$ cat src/rtl/mgmt_ser_pkg.sv
package mgmt_ser_pkg;
  localparam int REG_W = 32;
  localparam int PAY_W = 16;
  localparam int FLD_W = 5;
  localparam int DIV_W = 4;
  localparam int PRE_BITS = 32;
  localparam int FRM_BITS = PRE_BITS + 2 + 2 + 2 * FLD_W + 2 + PAY_W;
  localparam int IDX_W = $clog2(FRM_BITS);

  localparam logic [7:0] OFS_MODE = 8'h40;
  localparam logic [7:0] OFS_TGT  = 8'h44;
  localparam logic [7:0] OFS_PAY  = 8'h48;
  localparam logic [7:0] OFS_RX   = 8'h4C;
  localparam logic [7:0] OFS_CMD  = 8'h50;

  typedef struct packed {
    logic                          rd;
    logic [FRM_BITS-PRE_BITS-1:0]  word;
  } frame_req_t;
endpackage

$ cat src/rtl/mgmt_ser_regs.sv
module mgmt_ser_regs
  import mgmt_ser_pkg::*;
(
  input  logic             clk,
  input  logic             rst_n,
  input  logic             bus_wr,
  input  logic [7:0]       bus_addr,
  input  logic [REG_W-1:0] bus_wdata,
  output logic [REG_W-1:0] bus_rdata,
  input  logic             busy,
  input  logic [PAY_W-1:0] rx_data,
  output logic             go,
  output frame_req_t       req,
  output logic [DIV_W-1:0] div
);
  logic             c45_q, c45_d;
  logic [DIV_W-1:0] div_q, div_d;
  logic [FLD_W-1:0] phy_q, phy_d, dev_q, dev_d;
  logic [PAY_W-1:0] pay_q, pay_d;
  logic             en_mode, en_tgt, en_pay;
  logic [1:0]       code;
  logic             code_ok;
  logic [1:0]       st, op;
  logic             unused_bits;

  assign en_mode = bus_wr && (bus_addr == OFS_MODE);
  assign en_tgt  = bus_wr && (bus_addr == OFS_TGT);
  assign en_pay  = bus_wr && (bus_addr == OFS_PAY);
  assign code    = bus_wdata[1:0];
  assign unused_bits = ^{bus_wdata[31:17], bus_wdata[16], bus_wdata[7:5], bus_wdata[4]};

  always_comb begin
    c45_d = en_mode ? bus_wdata[8] : c45_q;
    div_d = en_mode ? bus_wdata[DIV_W-1:0] : div_q;
    phy_d = en_tgt ? bus_wdata[12:8] : phy_q;
    dev_d = en_tgt ? bus_wdata[FLD_W-1:0] : dev_q;
    pay_d = en_pay ? bus_wdata[PAY_W-1:0] : pay_q;
  end

  always_ff @(posedge clk or negedge rst_n) begin
    if (!rst_n) begin
      c45_q <= 1'b0;
      div_q <= '0;
      phy_q <= '0;
      dev_q <= '0;
      pay_q <= '0;
    end else begin
      c45_q <= c45_d;
      div_q <= div_d;
      phy_q <= phy_d;
      dev_q <= dev_d;
      pay_q <= pay_d;
    end
  end

  // Command decode: start code, opcode and direction per mode
  always_comb begin
    st      = c45_q ? 2'b00 : 2'b01;
    code_ok = 1'b0;
    op      = 2'b00;
    req.rd  = 1'b0;
    if (c45_q) begin
      case (code)
        2'd0: begin op = 2'b00; code_ok = 1'b1; end
        2'd1: begin op = 2'b01; code_ok = 1'b1; end
        2'd2: begin op = 2'b11; code_ok = 1'b1; req.rd = 1'b1; end
        default: code_ok = 1'b0;
      endcase
    end else begin
      case (code)
        2'd0: begin op = 2'b10; code_ok = 1'b1; req.rd = 1'b1; end
        2'd1: begin op = 2'b01; code_ok = 1'b1; end
        default: code_ok = 1'b0;
      endcase
    end
    req.word = {st, op, phy_q, dev_q, 2'b10, (req.rd ? '0 : pay_q)};
  end

  assign go  = bus_wr && (bus_addr == OFS_CMD) && bus_wdata[8] && code_ok && !busy;
  assign div = div_q;

  always_comb begin
    case (bus_addr)
      OFS_MODE: bus_rdata = {23'd0, c45_q, 4'd0, div_q};
      OFS_TGT:  bus_rdata = {19'd0, phy_q, 3'd0, dev_q};
      OFS_PAY:  bus_rdata = {16'd0, pay_q};
      OFS_RX:   bus_rdata = {16'd0, rx_data};
      OFS_CMD:  bus_rdata = {15'd0, busy, 16'd0};
      default:  bus_rdata = '0;
    endcase
  end

  AST_START_SETS_BUSY: assert property (@(posedge clk) disable iff (!rst_n)
    go |=> busy);
endmodule

$ cat src/rtl/mgmt_ser_clkdiv.sv
module mgmt_ser_clkdiv
  import mgmt_ser_pkg::*;
(
  input  logic             clk,
  input  logic             rst_n,
  input  logic             run,
  input  logic [DIV_W-1:0] div,
  output logic             mdc,
  output logic             rise_tick,
  output logic             fall_tick
);
  logic [DIV_W-1:0] cnt_q, cnt_d;
  logic             mdc_q, mdc_d;
  logic             wrap;

  assign wrap = run && (cnt_q == div);

  always_comb begin
    cnt_d = cnt_q;
    mdc_d = mdc_q;
    if (!run) begin
      cnt_d = '0;
      mdc_d = 1'b0;
    end else if (wrap) begin
      cnt_d = '0;
      mdc_d = ~mdc_q;
    end else begin
      cnt_d = cnt_q + 1'b1;
    end
  end

  always_ff @(posedge clk or negedge rst_n) begin
    if (!rst_n) begin
      cnt_q <= '0;
      mdc_q <= 1'b0;
    end else begin
      cnt_q <= cnt_d;
      mdc_q <= mdc_d;
    end
  end

  assign mdc       = mdc_q;
  assign rise_tick = wrap && !mdc_q;
  assign fall_tick = wrap && mdc_q;
endmodule

$ cat src/rtl/mgmt_ser_shifter.sv
module mgmt_ser_shifter
  import mgmt_ser_pkg::*;
(
  input  logic             clk,
  input  logic             rst_n,
  input  logic             go,
  input  frame_req_t       req,
  input  logic             rise_tick,
  input  logic             fall_tick,
  input  logic             mdio_i,
  output logic             busy,
  output logic             mdio_o,
  output logic             mdio_oe,
  output logic [PAY_W-1:0] rx_data
);
  localparam int SH_W = FRM_BITS - PRE_BITS;
  localparam logic [IDX_W-1:0] IDX_PRE  = IDX_W'(PRE_BITS);
  localparam logic [IDX_W-1:0] IDX_TA   = IDX_W'(FRM_BITS - PAY_W - 2);
  localparam logic [IDX_W-1:0] IDX_DAT  = IDX_W'(FRM_BITS - PAY_W);
  localparam logic [IDX_W-1:0] IDX_LAST = IDX_W'(FRM_BITS - 1);

  logic             busy_q, busy_d;
  logic             rd_q, rd_d;
  logic [SH_W-1:0]  sh_q, sh_d;
  logic [IDX_W-1:0] idx_q, idx_d;
  logic [PAY_W-1:0] rx_q, rx_d;

  always_comb begin
    busy_d = busy_q;
    rd_d   = rd_q;
    sh_d   = sh_q;
    idx_d  = idx_q;
    rx_d   = rx_q;
    if (go) begin
      busy_d = 1'b1;
      rd_d   = req.rd;
      sh_d   = req.word;
      idx_d  = '0;
    end else if (busy_q) begin
      if (rise_tick && rd_q && (idx_q >= IDX_DAT))
        rx_d = {rx_q[PAY_W-2:0], mdio_i};
      if (fall_tick) begin
        if (idx_q == IDX_LAST) busy_d = 1'b0;
        else                   idx_d  = idx_q + 1'b1;
        if (idx_q >= IDX_PRE)  sh_d   = {sh_q[SH_W-2:0], 1'b0};
      end
    end
  end

  always_ff @(posedge clk or negedge rst_n) begin
    if (!rst_n) begin
      busy_q <= 1'b0;
      rd_q   <= 1'b0;
      sh_q   <= '0;
      idx_q  <= '0;
      rx_q   <= '0;
    end else begin
      busy_q <= busy_d;
      rd_q   <= rd_d;
      sh_q   <= sh_d;
      idx_q  <= idx_d;
      rx_q   <= rx_d;
    end
  end

  assign busy    = busy_q;
  assign mdio_o  = !busy_q || (idx_q < IDX_PRE) || sh_q[SH_W-1];
  assign mdio_oe = busy_q && !(rd_q && (idx_q >= IDX_TA));
  assign rx_data = rx_q;

  AST_RX_HOLD_IDLE: assert property (@(posedge clk) disable iff (!rst_n)
    !busy_q |=> $stable(rx_q));
  AST_IDX_MOVES_ON_FALL: assert property (@(posedge clk) disable iff (!rst_n)
    (busy_q && !fall_tick && !go) |=> $stable(idx_q));
endmodule

$ cat src/rtl/mgmt_ser_master.sv
module mgmt_ser_master
  import mgmt_ser_pkg::*;
(
  input  logic        clk,
  input  logic        rst_n,
  input  logic        bus_wr,
  input  logic [7:0]  bus_addr,
  input  logic [31:0] bus_wdata,
  output logic [31:0] bus_rdata,
  output logic        mdc,
  output logic        mdio_o,
  output logic        mdio_oe,
  input  logic        mdio_i
);
  logic             rst_s1_q, rst_s2_q;
  logic             go, busy, rise_tick, fall_tick;
  logic [DIV_W-1:0] div;
  logic [PAY_W-1:0] rx_data;
  frame_req_t       req;

  always_ff @(posedge clk or negedge rst_n) begin
    if (!rst_n) begin
      rst_s1_q <= 1'b0;
      rst_s2_q <= 1'b0;
    end else begin
      rst_s1_q <= 1'b1;
      rst_s2_q <= rst_s1_q;
    end
  end

  mgmt_ser_regs u_regs (
    .clk(clk), .rst_n(rst_s2_q), .bus_wr(bus_wr), .bus_addr(bus_addr),
    .bus_wdata(bus_wdata), .bus_rdata(bus_rdata), .busy(busy),
    .rx_data(rx_data), .go(go), .req(req), .div(div)
  );

  mgmt_ser_clkdiv u_div (
    .clk(clk), .rst_n(rst_s2_q), .run(busy), .div(div), .mdc(mdc),
    .rise_tick(rise_tick), .fall_tick(fall_tick)
  );

  mgmt_ser_shifter u_shift (
    .clk(clk), .rst_n(rst_s2_q), .go(go), .req(req), .rise_tick(rise_tick),
    .fall_tick(fall_tick), .mdio_i(mdio_i), .busy(busy), .mdio_o(mdio_o),
    .mdio_oe(mdio_oe), .rx_data(rx_data)
  );

  AST_MDC_IDLE_LOW: assert property (@(posedge clk) disable iff (!rst_s2_q)
    !busy |-> !mdc);
  AST_DATA_HOLD_MDC_HIGH: assert property (@(posedge clk) disable iff (!rst_s2_q)
    (busy && mdc) |-> ($stable(mdio_o) && $stable(mdio_oe)));
endmodule

$ cat config.mk
export PLATFORM = sky130hd
export DESIGN_NAME = mgmt_ser_master
export DESIGN_NICKNAME = d
export VERILOG_FILES = /design/src/rtl/mgmt_ser_pkg.sv /design/src/rtl/mgmt_ser_regs.sv /design/src/rtl/mgmt_ser_clkdiv.sv /design/src/rtl/mgmt_ser_shifter.sv /design/src/rtl/mgmt_ser_master.sv
export SDC_FILE = /design/constraint.sdc
export NUM_CORES = 1
export LEC_CHECK = 0
export BUFFER_PORTS_ARGS = -buffer_cell sky130_fd_sc_hd__buf_2
export CAP_MARGIN = 10
export CORE_ASPECT_RATIO = 0.7
export CORE_MARGIN = 3
export CORE_UTILIZATION = 26
export DETAILED_ROUTE_END_ITERATION = 10
export PLACE_DENSITY = 0.48
export SLEW_MARGIN = 30
export SYNTH_ARGS = -nofsm -noshare
export SYNTH_HDL_FRONTEND = slang
export SYNTH_HIERARCHICAL = 1
export SYNTH_SLANG_ARGS = --single-unit
$ cat constraint.sdc
create_clock -name clk -period 2.6 [get_ports clk]
set_input_delay 0.13 -clock clk [delete_from_list [all_inputs] [get_ports clk]]
set_output_delay 0.13 -clock clk [all_outputs]
set_load 0.02 [all_outputs]
==> reports/qor.yml, run 1 <==
status:
  outcome: "complete, no violations"
synthesis:
  yosys_warnings: 6
  seq_area_frac_synth_pct: 46.9
  synth_cell_types: 50
  synth_ff_type: "dfrtp_1"
  synth_edf_count: 0
  synth_seq_cells: 94
  syn_inst: 422
  synth_async_sr_flop_share_pct: 100
  synth_area_um2: 5020
  syn_area_per_cell_um2: 11.9
power:
  peakVddDrop_mv: 0.322
  p_per_area_nw_per_um2: 524
  leakagePower_nw: 2.72
final_layout:
  final_cell_mix: "93 x dfrtp_1, 47 x buf_2, 41 x nand2_1"
  layout.nets: 522
  register_area_um2: 2360
  final_core_util_pct: 31.1
  diodes: 0
  fillCellCount: 1879
  syn_to_final_growth_pct: 14.3
  multiInputGateArea_um2: 2400
  final_layout_size_suffix_gt1_share_pct: 31.4
  layout_commonest_cell: "dfrtp_1"
route:
  ant_nets: 0
  drtPass1Iterations: 4
  wl_um: 11200
  post-route-drc-count: 0
  vias: 3223
  wire_per_inst_um: 15.8
  viasPerCell: 4.54
  drtIter0Drc: 194
timing:
  fin_crit_ns: 2.13
  final_hold_viol_count: 0
  max_freq_mhz: 470
  grt_setup_unrepaired: "false"
  drv_slew: 0
  fin_setup_tns_ns: 0
  tightest_slew_ns: 0.710
  skew_ns: 0.00746
  fin_crit_sh_pct: 81.8
  setup_violations: 0
  max_slew_margin_pct: 52.6
  holdWs_ns: 0.0229
worst_setup_path:
  crit_buf_inv: 0
  crit_required_ns: 2.82
  crit_type: "reg2reg"
  crit_path_max_fanout: 16
  cp_cell_sequence: "xnor2_1 > nand4_2 > nor2_1 > nand4_4 > nor2_8 > mux2_2"
  cp.depth: 6
  critical-path-top-delay-family: "simple AND/OR/NAND/NOR gates"
  worstSetupEndpointType: "flop"
  reg2regPathDepth: 6
  cp_slowest_cell: "dfrtp_1"
  crit_arrival_ns: 2.35
  worst-r2r-setup-slack_ns: 0.47
  crit_path_max_incr_delay_ns: 0.44
  critPathLaunchType: "flop"
hold_path:
  min_path_type: "in2reg"
  holdPathStages: 2
global_route:
  grt_pass1_vias: 3170
  grt_max_degree: 53
  grt_use_met3_pct: 2.64
  grt_pass1_wl_um: 18000
  grt_busiest_layer: "met1"
  grt.overflow.total: 0
  grt_util_met1_pct: 17.5
  grt_usage_pct: 11.1
  use_met2_pct: 15.0
  antenna_found_initial: 0
floorplanning:
  start_util_pct: 27.2
  rows: 41
  ioPinCount: 79
  die_h_um: 122
  die-area_um2: 21000
  die_w_um: 172
  core-area_um2: 18500
cts:
  cts_root_buf: "clkbuf_16"
  ctsHtreeMaxLevel: 3
  clk_latency_ns: 0.34
  clockBufferDepth: 2
  numCtsBuffers: 9
  cts_tree: "yes"
  post_cts_resized: 0
  cts_sinks: 94
  clk_pin_slew_ns: 0.06
  holdBufCountCts: 1
  postCtsSetupBuffers: 0
run:
  drv_cap: 0
placed_design:
  hpwl_um: 8010
  gp_congestion: 0.741
  port_buffers: 47
logic make-up after synthesis:
group | Yosys count | synth area share (%)
AND/OR/NAND/NOR | 110 | 12.9
multiplexers | 99 | 23.9
flip-flops | 94 | 46.9
AO/OA/AOI/OAI | 51 | 6.26
buffers and inverters | 50 | 6.59
adder cells (fa/ha/maj) | 8 | 2.00
XOR/XNOR | 7 | 1.22
other | 3 | 0.224
metrics by stage:
stage | worst slack, ns | cells | power, mW | cell area (um2)
finish | 0.473 | 710 | 3.01 | 5740
global route | 0.343 | 710 | 3.15 | 5740
CTS | 0.454 | 710 | 3.05 | 5740
detailed placement | 0.379 | 694 | 1.78 | 5440
global placement | 0.393 | 694 | 1.77 | 5440
floorplan | 0.576 | 438 | 1.71 | 5080
path summary, 6_finish.rpt:
check,start,endpoint
worst max-delay path,u_div/cnt_q[0],u_shift/rx_data[15]
worst min-delay path,bus_wdata[13],u_regs/pay_q[13]
worst max register to register,u_div/cnt_q[0],u_shift/rx_data[15]
worst min register to register,rst_s1_q,rst_s2_q
max in group asynchronous,rst_s2_q,u_shift/sh_q[2]
min in group asynchronous,rst_n,rst_s2_q
power breakdown:
group | switching, mW | internal (mW)
Combinational | 0.108 | 0.0901
Clock | 0.561 | 0.699
Sequential | 0.0491 | 1.50
layout make-up:
| cell class | instances | area share, % |
|---|---|---|
| clock inverter | 4 | 0.545 |
| multi-input combinational | 294 | 41.8 |
| sequential | 94 | 41.1 |
| timing repair buffer | 63 | 6.46 |
| inverter | 8 | 0.524 |
| clock buffer | 11 | 4.41 |
| tap | 236 | 5.15 |
registers in the layout, indices dropped and copies added (netlist names):
| register | count |
|---|---|
| u_shift/busy | 1 |
| u_div/mdc | 1 |
| u_regs/pay_q | 16 |
| u_shift/idx_q | 6 |
| rst_s2_q | 1 |
| u_div/cnt_q | 4 |
| u_regs/dev_q | 5 |
| rst_s1_q | 1 |
| u_shift/rd_q | 1 |
| u_shift/rx_data | 16 |
| u_shift/sh_q | 32 |
| u_regs/phy_q | 5 |
| u_regs/div | 4 |
| u_regs/c45_q | 1 |
cell usage after synthesis, types with 4 or more instances:
cell | instances | area, um2
inv_1 | 8 | 30.0
and3_1 | 10 | 62.6
buf_4 | 22 | 165
mux2_2 | 35 | 394
clkbuf_1 | 9 | 33.8
o21ai_0 | 32 | 160
mux2i_1 | 39 | 390
nor3_1 | 4 | 20.0
xnor2_1 | 5 | 43.8
ha_1 | 8 | 100
nor2_1 | 13 | 48.8
buf_6 | 5 | 56.3
mux2_4 | 20 | 300
dfrtp_1 | 94 | 2350
mux4_2 | 5 | 113
buf_2 | 5 | 25.0
nand2_1 | 41 | 154
a22oi_1 | 5 | 37.5
and2_1 | 17 | 106
routing by layer:
metal  part of all wire [%]  routed length [um]
met5                      0                   0
met4                   0.90                 101
met3                    3.4                 384
met2                     42                4680
met1                     54                6080
worst reg2reg max path, delay by kind of cell (launching register included):
| kind | cells | cell delay, ns |
|---|---|---|
| simple gates | 4 | 0.98 |
| flops | 1 | 0.44 |
| mux | 1 | 0.40 |
| xor+xnor | 1 | 0.20 |
(Power assumes the default switching activity.)
==> inputs of run 2 (changes only) <==
--- a/config.mk
+++ b/config.mk
@@ -11,7 +11,7 @@
 export CORE_MARGIN = 3
 export CORE_UTILIZATION = 26
 export DETAILED_ROUTE_END_ITERATION = 10
-export PLACE_DENSITY = 0.48
+export PLACE_DENSITY = 0.47
 export SLEW_MARGIN = 30
 export SYNTH_ARGS = -nofsm -noshare
 export SYNTH_HDL_FRONTEND = slang
==> constraint.sdc (replaced) <==
create_clock -name clk -period 2 [get_ports clk]
set_input_delay 0.1 -clock clk [delete_from_list [all_inputs] [get_ports clk]]
set_output_delay 0.1 -clock clk [all_outputs]
set_load 0.02 [all_outputs]
==> run 2 against run 1 <==
  * Sequential share of layout area fell by 2.9 points
  * Critical path type unchanged
  * Largest power group unchanged
  * Final cell count up 5.2%
  * Critical endpoint unchanged
  * Global-route usage up 0.38 points
  * Highest routed layer unchanged
==> reports/qor.yml, run 2 (same netlist as run 1, synthesis figures left out) <==
timing:
  fin_setup_tns_ns: 0
  max_slew_margin_pct: 65.4
  drv_slew: 0
  skew_ns: 0.00864
  final_hold_viol_count: 0
  holdWs_ns: 0.0184
  tightest_slew_ns: 0.520
  fin_crit_sh_pct: 95.2
  max_freq_mhz: 525
  setup_violations: 0
  fin_crit_ns: 1.90
final_layout:
  largest_register_ffs: 32
  fillCellCount: 1849
  final_layout_size_suffix_gt1_share_pct: 35.4
  regMostFlops: "u_shift/sh_q"
  layout_commonest_cell: "dfrtp_1"
  diodes: 0
  layout.nets: 559
  final_cell_mix: "93 x dfrtp_1, 47 x buf_2, 41 x nand2_1"
  syn_to_final_growth_pct: 23.2
  final_core_util_pct: 33.5
placed_design:
  gp_congestion: 0.804
  port_buffers: 47
  hpwl_um: 8440
cts:
  ctsHtreeMaxLevel: 3
  clk_latency_ns: 0.34
  numCtsBuffers: 9
  clk_pin_slew_ns: 0.06
  cts_sinks: 94
  clockBufferDepth: 2
  cts_root_buf: "clkbuf_16"
  cts_tree: "yes"
worst_setup_path:
  critPathLaunch: "u_div/cnt_q[0]"
  crit_type: "reg2reg"
  crit_arrival_ns: 2.12
  worst-r2r-setup-slack_ns: 0.1
  worstSetupEndpointType: "flop"
  regToRegEndpoint: "u_shift/rx_data[15]"
  crit_required_ns: 2.22
  reg2reg_from: "u_div/cnt_q[0]"
  crit_path_max_fanout: 16
  reg2regPathDepth: 7
  critPathLaunchType: "flop"
  endpoint: "u_shift/rx_data[15]"
route:
  routed.top_layer: "met4"
  drtPass1Iterations: 4
  wl_met2_um: 4940
  vias: 3385
  dr_wl_met3_um: 435
  viasPerCell: 4.53
  ant_nets: 0
  routedLengthMet1_um: 6430
  drtIter0Drc: 147
  post-route-drc-count: 0
  wl_um: 11900
  wire_per_inst_um: 16.0
power:
  leakagePower_nw: 2.95
  sequentialPowerShare_pct: 49.9
  peakVddDrop_mv: 0.485
  power_frac_comb_pct: 7.7
  clockPowerShare_pct: 42.4
  power_mw: 4.03
  swShare_pct: 23.1
  p_sw_mw: 0.932
  p_per_area_nw_per_um2: 653
  p_int_mw: 3.10
global_route:
  grt_usage_pct: 11.5
  grt_max_degree: 50
  grt.overflow.total: 0
  grt_pass1_vias: 3335
  grt_pass1_wl_um: 18800
  antenna_found_initial: 0
floorplanning:
  die_h_um: 122
  die-area_um2: 21000
  start_util_pct: 27.2
  core-area_um2: 18500
  die_w_um: 172
  rows: 41
  ioPinCount: 79
run:
  drv_cap: 0
status:
  outcome: "complete, no violations"
hold_path:
  min_path_type: "in2reg"
## run 2: power by group through the flow
stage,clock network [mW],logic [mW],registers [mW]
final,1.71,0.310,2.01
after global routing,1.82,0.344,2.02
after CTS,1.75,0.303,2.01
after detailed placement,0,0.290,2.05
after global placement,0,0.284,2.05
after floorplan,0,0.187,2.04
## run 2: stage by stage
stage          worst slack [ns]  instance area (um2)  cells
6_report                 0.0961                 6180    747
5_1_grt                -0.00670                 6180    747
4_1_cts                 0.00526                 5990    736
3_5_place_dp            -0.0137                 5620    713
3_3_place_gp            -0.0201                 5620    713
2_1_floorplan           0.00630                 5080    438
## run 2: what timing repair did
item                                    4_1_cts  5_1_grt
endpoints found under the hold margin         9        0
resized for setup                             0       10
setup buffers                                 0        8
hold buffers                                  8        0
endpoints found under the setup margin        0       51
## run 2: worst min-delay path by stage
stage	cells past startpoint	endpoint	from	slack, ns
3_5_place_dp	1	rst_s1_q	rst_n	-0.11
3_3_place_gp	1	rst_s1_q	rst_n	-0.11
4_1_cts	2	u_regs/pay_q[12]	bus_wdata[12]	0.009
5_1_grt	2	u_regs/pay_q[10]	bus_wdata[10]	0.02
6_report	2	u_regs/pay_q[10]	bus_wdata[10]	0.02
2_1_floorplan	0	rst_s1_q	rst_n	-0.20
## run 2: area by class of cell
cell class                 instances  area [um2]  area share, %
multi-input combinational        294        2450           39.6
sequential                        94        2360           38.1
timing repair buffer             100         758           12.3
tap                              236         295           4.78
clock buffer                      12         246           3.99
clock inverter                     3        45.0          0.729
inverter                           8        30.0          0.486
## run 2: routing by layer
layer / track usage (%) / vias to the layer above
li1: - / 1624
met4: 2.84 / 0
met5: 0 / -
met1: 18.6 / 1684
met2: 15.0 / 68
met3: 2.45 / 9
## run 2: critical path, cell delays in order (launching register included)
cell     delay (ns)
dfrtp_1        0.41
xnor2_2        0.19
nand4_2        0.13
nor2_1         0.23
nand4_4        0.15
nor2_8         0.14
buf_12         0.17
mux2_2         0.35
==> inputs of run 3 (changes only) <==
--- a/config.mk
+++ b/config.mk
@@ -11,7 +11,7 @@
 export CORE_MARGIN = 3
 export CORE_UTILIZATION = 26
 export DETAILED_ROUTE_END_ITERATION = 10
-export PLACE_DENSITY = 0.47
+export PLACE_DENSITY = 0.48
 export SLEW_MARGIN = 30
 export SYNTH_ARGS = -nofsm -noshare
 export SYNTH_HDL_FRONTEND = slang
==> constraint.sdc (replaced) <==
create_clock -name clk -period 1.62 [get_ports clk]
set_input_delay 0.081 -clock clk [delete_from_list [all_inputs] [get_ports clk]]
set_output_delay 0.081 -clock clk [all_outputs]
set_load 0.02 [all_outputs]
==> run 3 against run 2 <==
  * The flow now finishes with violations (setup timing)
  * Count of clock-buffer cells in the layout shrank 2
  * Largest cell class unchanged
  * Final cell count grew 3.2%
  * Total power grew 29%
  * Wire length grew 5.5%
  * Highest routed layer unchanged
  * Core utilization grew 2.2 points
==> reports/qor.yml, run 3 (same netlist as run 1, synthesis figures left out) <==
final_layout:
  final_core_util_pct: 35.7
  stdcell_area_um2: 6590
  layout.nets: 582
  multiInputGateArea_um2: 2500
  layout_commonest_cell: "dfrtp_1"
  regMostFlops: "u_shift/sh_q"
  diodes: 0
  largest_register_ffs: 32
  final_layout_size_suffix_gt1_share_pct: 39.1
  fillCellCount: 1862
  final_cell_mix: "93 x dfrtp_1, 42 x buf_2, 40 x buf_4, 40 x nand2_1, 38 x mux2i_1"
  register_area_um2: 2360
  syn_to_final_growth_pct: 31.3
worst_setup_path:
  critPathLaunchType: "flop"
  worstSetupEndpointType: "flop"
  regToRegEndpoint: "u_shift/rx_data[15]"
  reg2reg_from: "u_regs/div[2]"
  critPathLaunch: "u_regs/div[2]"
  crit_required_ns: 1.85
  crit_path_max_fanout: 4
  worst-r2r-setup-slack_ns: -0.28
  crit_arrival_ns: 2.12
  reg2regPathDepth: 8
  crit_type: "reg2reg"
floorplanning:
  ioPinCount: 79
  die-area_um2: 21000
  core-area_um2: 18500
  rows: 41
  start_util_pct: 27.2
  die_h_um: 122
  die_w_um: 172
run:
  drv_cap: 0
timing:
  skew_ns: 0.00502
  setup_violations: 60
  fin_crit_ns: 1.90
  max_freq_mhz: 528
  fin_ws_ns: -0.275
  final_hold_viol_count: 0
  grt_setup_unrepaired: "true"
  holdWs_ns: 0.0225
  fin_crit_sh_pct: 117
  drv_slew: 0
global_route:
  grt_pass1_vias: 3534
  grt.overflow.total: 0
  grt_use_met3_pct: 3.16
  grt_util_met1_pct: 19.5
  use_met2_pct: 16.6
  grt_max_degree: 38
  grt_usage_pct: 12.4
  antenna_found_initial: 0
  grt_pass1_wl_um: 20000
  grt_busiest_layer: "met1"
cts:
  cts_root_buf: "clkbuf_16"
  cts_tree: "yes"
  clk_latency_ns: 0.34
  ctsHtreeMaxLevel: 3
  clockBufferDepth: 2
  numCtsBuffers: 9
  clk_pin_slew_ns: 0.06
  cts_sinks: 94
power:
  clockPowerShare_pct: 43.6
  p_int_mw: 3.99
  leakagePower_nw: 3.11
  power_frac_comb_pct: 8.7
  swShare_pct: 23.2
  sequentialPowerShare_pct: 47.7
  power_mw: 5.19
  peakVddDrop_mv: 0.500
  p_sw_mw: 1.20
  p_per_area_nw_per_um2: 788
placed_design:
  port_buffers: 47
  hpwl_um: 8620
  placed_cell_area_um2: 5750
  gp_congestion: 0.795
route:
  post-route-drc-count: 0
  drtPass1Iterations: 4
  ant_nets: 0
  drtIter0Drc: 199
  vias: 3500
  viasPerCell: 4.54
  wire_per_inst_um: 16.3
  wl_um: 12600
status:
  outcome: "finished with violations"
  violations: "setup timing"
hold_path:
  min_to: "u_regs/div[3]"
  min-delay-start: "bus_wdata[3]"
  holdPathStages: 2
  min_path_type: "in2reg"
[run 3: cell types whose count changed in the layout (fill, tap and decap cells not counted), moves of 4 or more]
cell / delta
o21ai_1: +27
dlygate4sd3_1: +6
buf_2: -5
and3_1: -5
buf_4: +4
o21ai_0: -27
and3_4: +5
buf_6: +14
[run 3: worst max-delay path by stage]
stage                          end  depth (start not counted)
2_1_floorplan  u_shift/rx_data[10]                          7
3_3_place_gp      u_shift/idx_q[4]                          8
3_5_place_dp    u_shift/rx_data[9]                          7
4_1_cts           u_shift/sh_q[15]                         10
5_1_grt           u_shift/idx_q[4]                          9
6_report       u_shift/rx_data[15]                          8
[run 3: cell type report]
type | count | area share [%]
clock inverters | 6 | 1.31
well taps | 236 | 4.48
inverters | 8 | 0.456
multi-input cells | 294 | 38.0
repair buffers | 123 | 16.5
clock buffers | 10 | 3.48
flip-flops and latches | 94 | 35.8
[run 3: critical path, stage by stage (launching register included)]
cell     delay [ns]
dfrtp_1        0.40
xnor2_1        0.19
nand4_2        0.15
buf_4          0.18
nor2_4         0.09
nand4_4        0.11
nor2_8         0.17
buf_6          0.15
mux2_2         0.33
[run 3: repair_timing]
item                                    in CTS  in global routing
endpoints found under the setup margin      61                 61
pin swaps                                   14                 12
hold buffers                                14                  0
setup buffers                               13                  1
cloned                                       4                  2
endpoints found under the hold margin       21                  0
resized for setup                           59                 11
[run 3: through the flow]
stage	worst slack, ns	instances	setup TNS, ns
floorplan	-0.224	438	-5.80
global placement	-0.370	724	-18.60
detailed placement	-0.390	724	-17.90
CTS	-0.306	770	-15.47
global route	-0.387	771	-18.43
finish	-0.275	771	-11.96
[run 3: power by group through the flow]
stage               Sequential, mW  Clock (mW)  Combinational, mW
floorplan                     2.52           0              0.240
global placement              2.52           0              0.384
detailed placement            2.52           0              0.390
CTS                           2.48        2.33              0.449
global route                  2.49        2.42              0.495
finish                        2.48        2.26              0.449
[run 3: metal layers]
layer | up-vias | wire, um
met5 | - | 0
met1 | 1750 | 6650
li1 | 1664 | -
met3 | 13 | 540
met4 | 0 | 163
met2 | 73 | 5220
